[config.mk]
export PLATFORM = sky130hd
export DESIGN_NAME = sinc_dec
export DESIGN_NICKNAME = d
export VERILOG_FILES = /design/src/rtl/sinc_dec_pkg.sv /design/src/rtl/sinc_integ.sv /design/src/rtl/sinc_comb.sv /design/src/rtl/sinc_seq.sv /design/src/rtl/sinc_dec.sv
export SDC_FILE = /design/constraint.sdc
export NUM_CORES = 2
export LEC_CHECK = 0
export CAP_MARGIN = 20
export CORE_ASPECT_RATIO = 0.7
export CORE_MARGIN = 2
export CORE_UTILIZATION = 55
export CTS_BUF_LIST = sky130_fd_sc_hd__clkbuf_8
export CTS_CLUSTER_DIAMETER = 100
export DETAILED_ROUTE_END_ITERATION = 10
export PLACE_DENSITY_LB_ADDON = 0.15
export SYNTH_ARGS = -nofsm -noshare
export SYNTH_HDL_FRONTEND = slang
export SYNTH_SLANG_ARGS = --single-unit
export TNS_END_PERCENT = 20
[constraint.sdc]
create_clock -name clk -period 20.9 [get_ports clk]
set_clock_uncertainty 0.15 [all_clocks]
set_input_delay 6.27 -clock clk [delete_from_list [all_inputs] [get_ports clk]]
set_output_delay 6.27 -clock clk [all_outputs]
set_load 0.02 [all_outputs]
[src/rtl/sinc_dec_pkg.sv]
package sinc_dec_pkg;
   // accumulator width large enough that wrap-around arithmetic stays exact
   function automatic int acc_width(input int in_w, input int max_ord,
                                    input int fosr_w, input int iosr_w);
      return in_w + max_ord * fosr_w + iosr_w + 1;
   endfunction
   function automatic int ord_width(input int max_ord);
      return $clog2(max_ord + 1);
   endfunction
endpackage

[src/rtl/sinc_integ.sv]
module sinc_integ #(
   parameter int W     = 60,
   parameter int N_MAX = 5,
   parameter int OW    = 3
) (
   input  logic          clk,
   input  logic          rst_n,
   input  logic          clr,
   input  logic          step,
   input  logic [W-1:0]  x,
   input  logic [OW-1:0] ord,
   output logic [W-1:0]  tap
);
   logic [W-1:0] st  [N_MAX];
   logic [W-1:0] nxt [N_MAX];

   for (genvar k = 0; k < N_MAX; k++) begin : g_stage
      if (k == 0) begin : g_first
         assign nxt[k] = st[k] + x;
      end else begin : g_rest
         assign nxt[k] = st[k] + st[k-1];
      end
   end

   always_ff @(posedge clk) begin
      for (int k = 0; k < N_MAX; k++) begin
         if (!rst_n || clr) st[k] <= '0;
         else if (step)     st[k] <= nxt[k];
      end
   end

   // the tap is the value the selected stage takes at this edge
   always_comb begin
      tap = '0;
      for (int k = 0; k < N_MAX; k++)
         if (int'(ord) == k + 1) tap = nxt[k];
   end
endmodule

[src/rtl/sinc_comb.sv]
module sinc_comb #(
   parameter int W     = 60,
   parameter int N_MAX = 5,
   parameter int OW    = 3
) (
   input  logic          clk,
   input  logic          rst_n,
   input  logic          clr,
   input  logic          tick,
   input  logic [W-1:0]  din,
   input  logic [OW-1:0] ord,
   output logic [W-1:0]  dout
);
   logic [W-1:0] sig [N_MAX+1];
   logic [W-1:0] dly [N_MAX];

   assign sig[0] = din;
   for (genvar k = 0; k < N_MAX; k++) begin : g_cmb
      assign sig[k+1] = (int'(ord) > k) ? sig[k] - dly[k] : sig[k];
   end
   assign dout = sig[N_MAX];

   always_ff @(posedge clk) begin
      for (int k = 0; k < N_MAX; k++) begin
         if (!rst_n || clr) dly[k] <= '0;
         else if (tick)     dly[k] <= sig[k];
      end
   end
endmodule

[src/rtl/sinc_seq.sv]
module sinc_seq #(
   parameter int FOSR_W = 10,
   parameter int IOSR_W = 8,
   parameter int OW     = 3
) (
   input  logic              clk,
   input  logic              rst_n,
   input  logic              clr,
   input  logic              step,
   input  logic              bypass,
   input  logic [OW-1:0]     ord,
   input  logic [FOSR_W-1:0] fosr_m1,
   input  logic [IOSR_W-1:0] iosr_m1,
   output logic              tick,
   output logic              use_tick,
   output logic              last
);
   logic [OW-1:0]     lead_cnt;
   logic              lead_done;
   logic [FOSR_W-1:0] ph;
   logic [OW-1:0]     disc;
   logic              disc_done;
   logic [IOSR_W-1:0] ic;

   always_comb begin
      if (bypass)          tick = step;
      else if (!lead_done) tick = step && (lead_cnt == ord - OW'(1));
      else                 tick = step && (ph == fosr_m1);
      use_tick = tick && (bypass || disc_done);
      last     = use_tick && (ic == iosr_m1);
   end

   always_ff @(posedge clk) begin
      if (!rst_n || clr) begin
         lead_cnt  <= '0;
         lead_done <= 1'b0;
         ph        <= '0;
         disc      <= '0;
         disc_done <= 1'b0;
         ic        <= '0;
      end else begin
         if (step && !bypass) begin
            if (!lead_done) begin
               if (tick) begin
                  lead_done <= 1'b1;
                  ph        <= '0;
               end else begin
                  lead_cnt <= lead_cnt + OW'(1);
               end
            end else begin
               ph <= tick ? '0 : ph + FOSR_W'(1);
            end
         end
         if (tick && !bypass && !disc_done) begin
            if (disc == ord - OW'(1)) disc_done <= 1'b1;
            else                      disc      <= disc + OW'(1);
         end
         if (use_tick) ic <= last ? '0 : ic + IOSR_W'(1);
      end
   end


   lead_range_chk: assert property (@(posedge clk) disable iff (!rst_n)
      !lead_done |-> lead_cnt < ord);

   phase_range_chk: assert property (@(posedge clk) disable iff (!rst_n)
      lead_done |-> ph <= fosr_m1);

   integ_range_chk: assert property (@(posedge clk) disable iff (!rst_n)
      ic <= iosr_m1);
endmodule

[src/rtl/sinc_dec.sv]
module sinc_dec #(
   parameter int IN_W    = 1,
   parameter int MAX_ORD = 5,
   parameter int FOSR_W  = 10,
   parameter int IOSR_W  = 8,
   parameter int CNT_W   = 28,
   localparam int OW     = sinc_dec_pkg::ord_width(MAX_ORD),
   localparam int ACC_W  = sinc_dec_pkg::acc_width(IN_W, MAX_ORD, FOSR_W, IOSR_W)
) (
   input  logic              clk,
   input  logic              rst_n,
   input  logic              enable,
   input  logic              fast_mode,
   input  logic [OW-1:0]     order,
   input  logic [FOSR_W-1:0] fosr_m1,
   input  logic [IOSR_W-1:0] iosr_m1,
   input  logic              smp_vld,
   input  logic [IN_W-1:0]   smp_data,
   output logic [ACC_W-1:0]  result,
   output logic              result_vld,
   output logic [CNT_W-1:0]  conv_cycles
);
   localparam logic [CNT_W-1:0] CNT_MAX = '1;

   if (MAX_ORD < 1 || MAX_ORD > 7) begin : g_bad_ord
      $error("sinc_dec: MAX_ORD must lie in 1..7");
   end
   if (IN_W < 1 || IN_W >= ACC_W) begin : g_bad_in
      $error("sinc_dec: IN_W out of range");
   end
   if (CNT_W < 2) begin : g_bad_cnt
      $error("sinc_dec: CNT_W too small");
   end

   logic [ACC_W-1:0] x, tap, cmb, y, acc;
   logic [OW-1:0]    ord_e;
   logic             bypass, step, clr, tick, use_tick, last;
   logic [CNT_W-1:0] cnt;

   // input mapping: bitstream to +1/-1, or sign-extended word
   if (IN_W == 1) begin : g_serial
      assign x = smp_data[0] ? ACC_W'(1) : {ACC_W{1'b1}};
   end else begin : g_parallel
      assign x = {{(ACC_W-IN_W){smp_data[IN_W-1]}}, smp_data};
   end

   always_comb begin
      if (order == '0)                 ord_e = OW'(1);
      else if (int'(order) > MAX_ORD)  ord_e = OW'(MAX_ORD);
      else                             ord_e = order;
   end

   assign bypass = (fosr_m1 == '0);
   assign step   = enable && smp_vld;
   assign clr    = !enable || (last && !fast_mode);

   sinc_seq #(.FOSR_W(FOSR_W), .IOSR_W(IOSR_W), .OW(OW)) i_seq (
      .clk(clk), .rst_n(rst_n), .clr(clr), .step(step), .bypass(bypass),
      .ord(ord_e), .fosr_m1(fosr_m1), .iosr_m1(iosr_m1),
      .tick(tick), .use_tick(use_tick), .last(last));

   sinc_integ #(.W(ACC_W), .N_MAX(MAX_ORD), .OW(OW)) i_integ (
      .clk(clk), .rst_n(rst_n), .clr(clr), .step(step), .x(x),
      .ord(ord_e), .tap(tap));

   sinc_comb #(.W(ACC_W), .N_MAX(MAX_ORD), .OW(OW)) i_comb (
      .clk(clk), .rst_n(rst_n), .clr(clr), .tick(tick && !bypass),
      .din(tap), .ord(ord_e), .dout(cmb));

   assign y = bypass ? x : cmb;

   always_ff @(posedge clk) begin
      if (!rst_n || clr)  acc <= '0;
      else if (use_tick)  acc <= last ? '0 : acc + y;
   end

   always_ff @(posedge clk) begin
      if (!rst_n) begin
         result     <= '0;
         result_vld <= 1'b0;
      end else begin
         result_vld <= last;
         if (last) result <= acc + y;
      end
   end

   always_ff @(posedge clk) begin
      if (!rst_n) begin
         cnt         <= '0;
         conv_cycles <= '0;
      end else if (last) begin
         cnt         <= '0;
         conv_cycles <= bypass ? '0 : ((cnt == CNT_MAX) ? CNT_MAX : cnt + CNT_W'(1));
      end else if (cnt != CNT_MAX) begin
         cnt <= cnt + CNT_W'(1);
      end
   end


   res_src_chk: assert property (@(posedge clk) disable iff (!rst_n)
      result_vld |-> $past(enable && smp_vld));

   idle_chk: assert property (@(posedge clk) disable iff (!rst_n)
      !enable |=> !result_vld);

   byp_dur_chk: assert property (@(posedge clk) disable iff (!rst_n)
      (result_vld && $past(fosr_m1 == '0)) |-> conv_cycles == '0);

   dur_nonzero_chk: assert property (@(posedge clk) disable iff (!rst_n)
      (result_vld && $past(fosr_m1 != '0)) |-> conv_cycles != '0);
endmodule

==> flow_summary_export.csv <==
group,metric,value,unit
timing,tightest_slew,1.185,ns
detailed_routing,postRouteAntennaNets,0,
setup_path,worstPathMaxFanout,5,
floorplan,pin_count,116,
place,post-dp-hpwl,185.5,mm
place,dpl.cell_count,11720,
logic_synthesis,synth_edf_count,600,
floorplan,die_h,306.7,microns
detailed_routing,drt_iter0_markers,8021,
cts,clkTransAtPathRegs,0.07,ns
detailed_routing,met1_length,115.4,mm
final_layout,fin_nets,10910,
floorplan,num_rows,111,
logic_synthesis,synth_area_per_cell,8.231,sq um
worst_hold_path,min_to,"conv_cycles[1]$_SDFFE_PN0P_",
timing,setup_viol,2,
logic_synthesis,synthCells,8745,
setup_path,crit_path_start_kind,"primary input",
timing,min_period,21.12,ns
cts,clock_path_buffers,3,
detailed_routing,wl_met3,23.84,mm
setup_path,startpoint,"smp_data",
cts,clk_latency,0.94,ns
logic_synthesis,syn_nets,9443,
global_routing,gr-total-overflow,0,
global_routing,grt_pass1_vias,69040,
logic_synthesis,yosysWarningCount,0,
worst_hold_path,worst_hold_path_type,"register to register",
logic_synthesis,synth_top_area_share,25.03,%
final_layout,drive_gt1_share,21.88,%
logic_synthesis,synth_cell_types,104,
final_layout,stdcell_area,90880,sq um
setup_path,cp-end-kind,"register",
setup_path,crit_required,21.53,ns
global_routing,grt_max_degree,162,
setup_path,r2r_slack,4.31,ns
detailed_routing,vias,72770,
global_routing,antenna_found_initial,5,
detailed_routing,wl_met2,101.4,mm
logic_synthesis,synth-seq-cells,803,
timing,fmax,0.04735,GHz
logic_synthesis,synthArstFlopShare,0,%
timing,slew_headroom,20.51,%
setup_path,r2r_cells,85,
timing,hold_viol,0,
timing,layout_setup_ws,-0.2204,ns
place,io_buffers,115,
run,maxCapViolCount,0,
floorplan,fp.dieW,436.4,microns
cts,clockRootBuffer,"clkbuf_8",
detailed_routing,wl,246.7,mm
detailed_routing,firstDrtPassIters,6,
cts,postCtsHoldBufs,0,
timing,rsz0062_at_grt,"true",
floorplan,core,130400,sq um
floorplan,initial_utilization,55.20,%
setup_path,r2r_start,"i_integ.st[0][0]$_SDFFCE_PN0P_",
cts,cts_buffers,145,
outcome,status,"finished with violations",
logic_synthesis,synth-main-ff-cell,"edfxtp_1",
timing,fin_crit_sh,101.1,%
global_routing,grt_pass1_wl,380.6,mm
final_layout,multi_input_area,48240,sq um
place,gp_congestion,1.049,
logic_synthesis,ys_top_cells_by_count,"881 x a21oi_1, 846 x nor2_1, 765 x nand2_1, 660 x ha_1",
final_layout,seqCellArea,22080,sq um
cts,cts_tree,"done",
setup_path,r2r-end,"result[59]$_SDFFE_PN0P_",
final_layout,fin_cells,12080,
detailed_routing,wire_per_inst,20.42,microns
final_layout,fillCellCount,10590,
floorplan,die_area,133800,sq um
worst_hold_path,hp-start,"conv_cycles[1]$_SDFFE_PN0P_",
cts,htree_levels,4,
outcome,violations,"negative setup slack",
worst_hold_path,holdPathStages,2,
place,dpl_cell_area,85680,sq um
timing,drv_slew,0,
setup_path,cp.arrival,21.75,ns
global_routing,grt_usage,35.50,%
detailed_routing,drc,0,
detailed_routing,maxUsedRoutingLayer,"met4",
logic_synthesis,yosys-top-cells-area,"edfxtp_1 25%, ha_1 11%, a21oi_1 6.1%, dfxtp_1 5.6%, xnor2_1 4.4%",
setup_path,max_stage_delay,0.42,ns
setup_path,crit_type,"primary input to register",
logic_synthesis,syn-cell-area,71980,sq um
timing,tns,-0.3427,ns
final_layout,synthToLayoutAreaGrowth,26.25,%
logic_synthesis,synth-seq-area-share,30.68,%
logic_synthesis,yosysTopAreaCell,"edfxtp_1",
setup_path,critPathBufInv,9,
detailed_routing,via_per_inst,6.024,
cts,clock-sinks,803,
setup_path,critical_path.most_common_cell,"a21oi_2",
setup_path,critical_path.top_delay_family,"compound AO/OA/AOI/OAI gates",
setup_path,cp_slowest_cell,"or3_1",
logic_synthesis,synth.most_common_cell,"a21oi_1",
layout make-up:
class                           instances  share of cell area [%]
Clock inverter                        103                  0.7215
Antenna cell                            5                 0.01377
Sequential cell                       803                   24.30
Inverter                              601                   2.487
Multi-Input combinational cell       6952                   53.08
Clock buffer                          156                   2.363
Timing Repair Buffer                 1710                   14.63
Tap cell                             1751                   2.411
cells by family (layout without fill, tap and decap cells):
group,after synthesis,after routing,share of synthesized area (%)
AOI/OAI and AO/OA,2858,2858,25.78
xor gates and xnor gates,632,632,7.732
adders and majority gates,671,671,11.78
buffers and inverters,990,2570,5.234
DFF,803,803,30.68
muxes,71,71,1.033
other,0,5,0
and+or+nand+nor,2720,2720,17.76
registers in the layout, summed over array words and instances, names as in the netlist:
signal	count
acc	60
cnt	28
conv_cycles	28
i_comb.dly	300
i_integ.st	300
i_seq.disc	3
i_seq.disc_done	1
i_seq.ic	8
i_seq.lead_cnt	3
i_seq.lead_done	1
i_seq.ph	10
result	60
result_vld	1
routing by layer:
layer | track usage (%) | up-vias
met1 | 53.68 | 34580
met4 | 10.24 | 0
met2 | 51.65 | 3093
met3 | 5.710 | 353
met5 | 0 | -
li1 | - | 34750
stage by stage:
stage	utilization, %	hold WS (ns)	worst slack [ns]
final	69.68	0.2980	-0.2204
after global routing	69.68	0.3110	-1.005
after CTS	68.29	0.3009	0.001045
after detailed placement	65.70	0.2939	-1.960
after global placement	65.70	0.2812	-1.458
after floorplan	-	0.2862	-0.3295
worst max path at each step:
| stage | endpoint | slack [ns] | cells after the start |
|---|---|---|---|
| finish | result[59]$_SDFFE_PN0P_ | -0.22 | 87 |
| global route | result[59]$_SDFFE_PN0P_ | -1.01 | 89 |
| CTS | result[59]$_SDFFE_PN0P_ | 0.001 | 81 |
| detailed placement | result[59]$_SDFFE_PN0P_ | -1.96 | 94 |
| global placement | result[59]$_SDFFE_PN0P_ | -1.46 | 86 |
| floorplan | result[59]$_SDFFE_PN0P_ | -0.33 | 85 |
repair_timing:
item,CTS,global route
pin swaps,52,161
endpoints found under the setup margin,30,60
buffers inserted,33,63
resized for setup,87,322
worst min-delay path: cells and delay by family, from the launching register on:
family,cells,cell delay (ns)
AND/OR/NAND/NOR,2,0.09
flip-flops,1,0.32
cells in the final DEF, fill, tap and decap left out, drive strengths merged, types with 37 or more instances in the layout:
cell,instances
buf,1596
a21oi,885
nor2,847
nand2,765
inv,662
ha,660
edfxtp,600
o21ai,482
a21o,406
xnor2,365
xor2,266
and3,207
dfxtp,203
and2,200
nand3,165
clkbuf,158
o21bai,143
nand4,124
a31oi,120
nor3,112
clkdlybuf4s50,110
o21a,99
a211oi,93
nand2b,81
a21boi,76
nor2b,66
a22oi,59
a22o,52
o211ai,51
mux2i,45
o31ai,45
or3,44
a221oi,43
o22ai,37
Power is left out: the tool's default activity adds up to more than one toggle a clock period on the data nets, which glitch-free logic cannot reach.
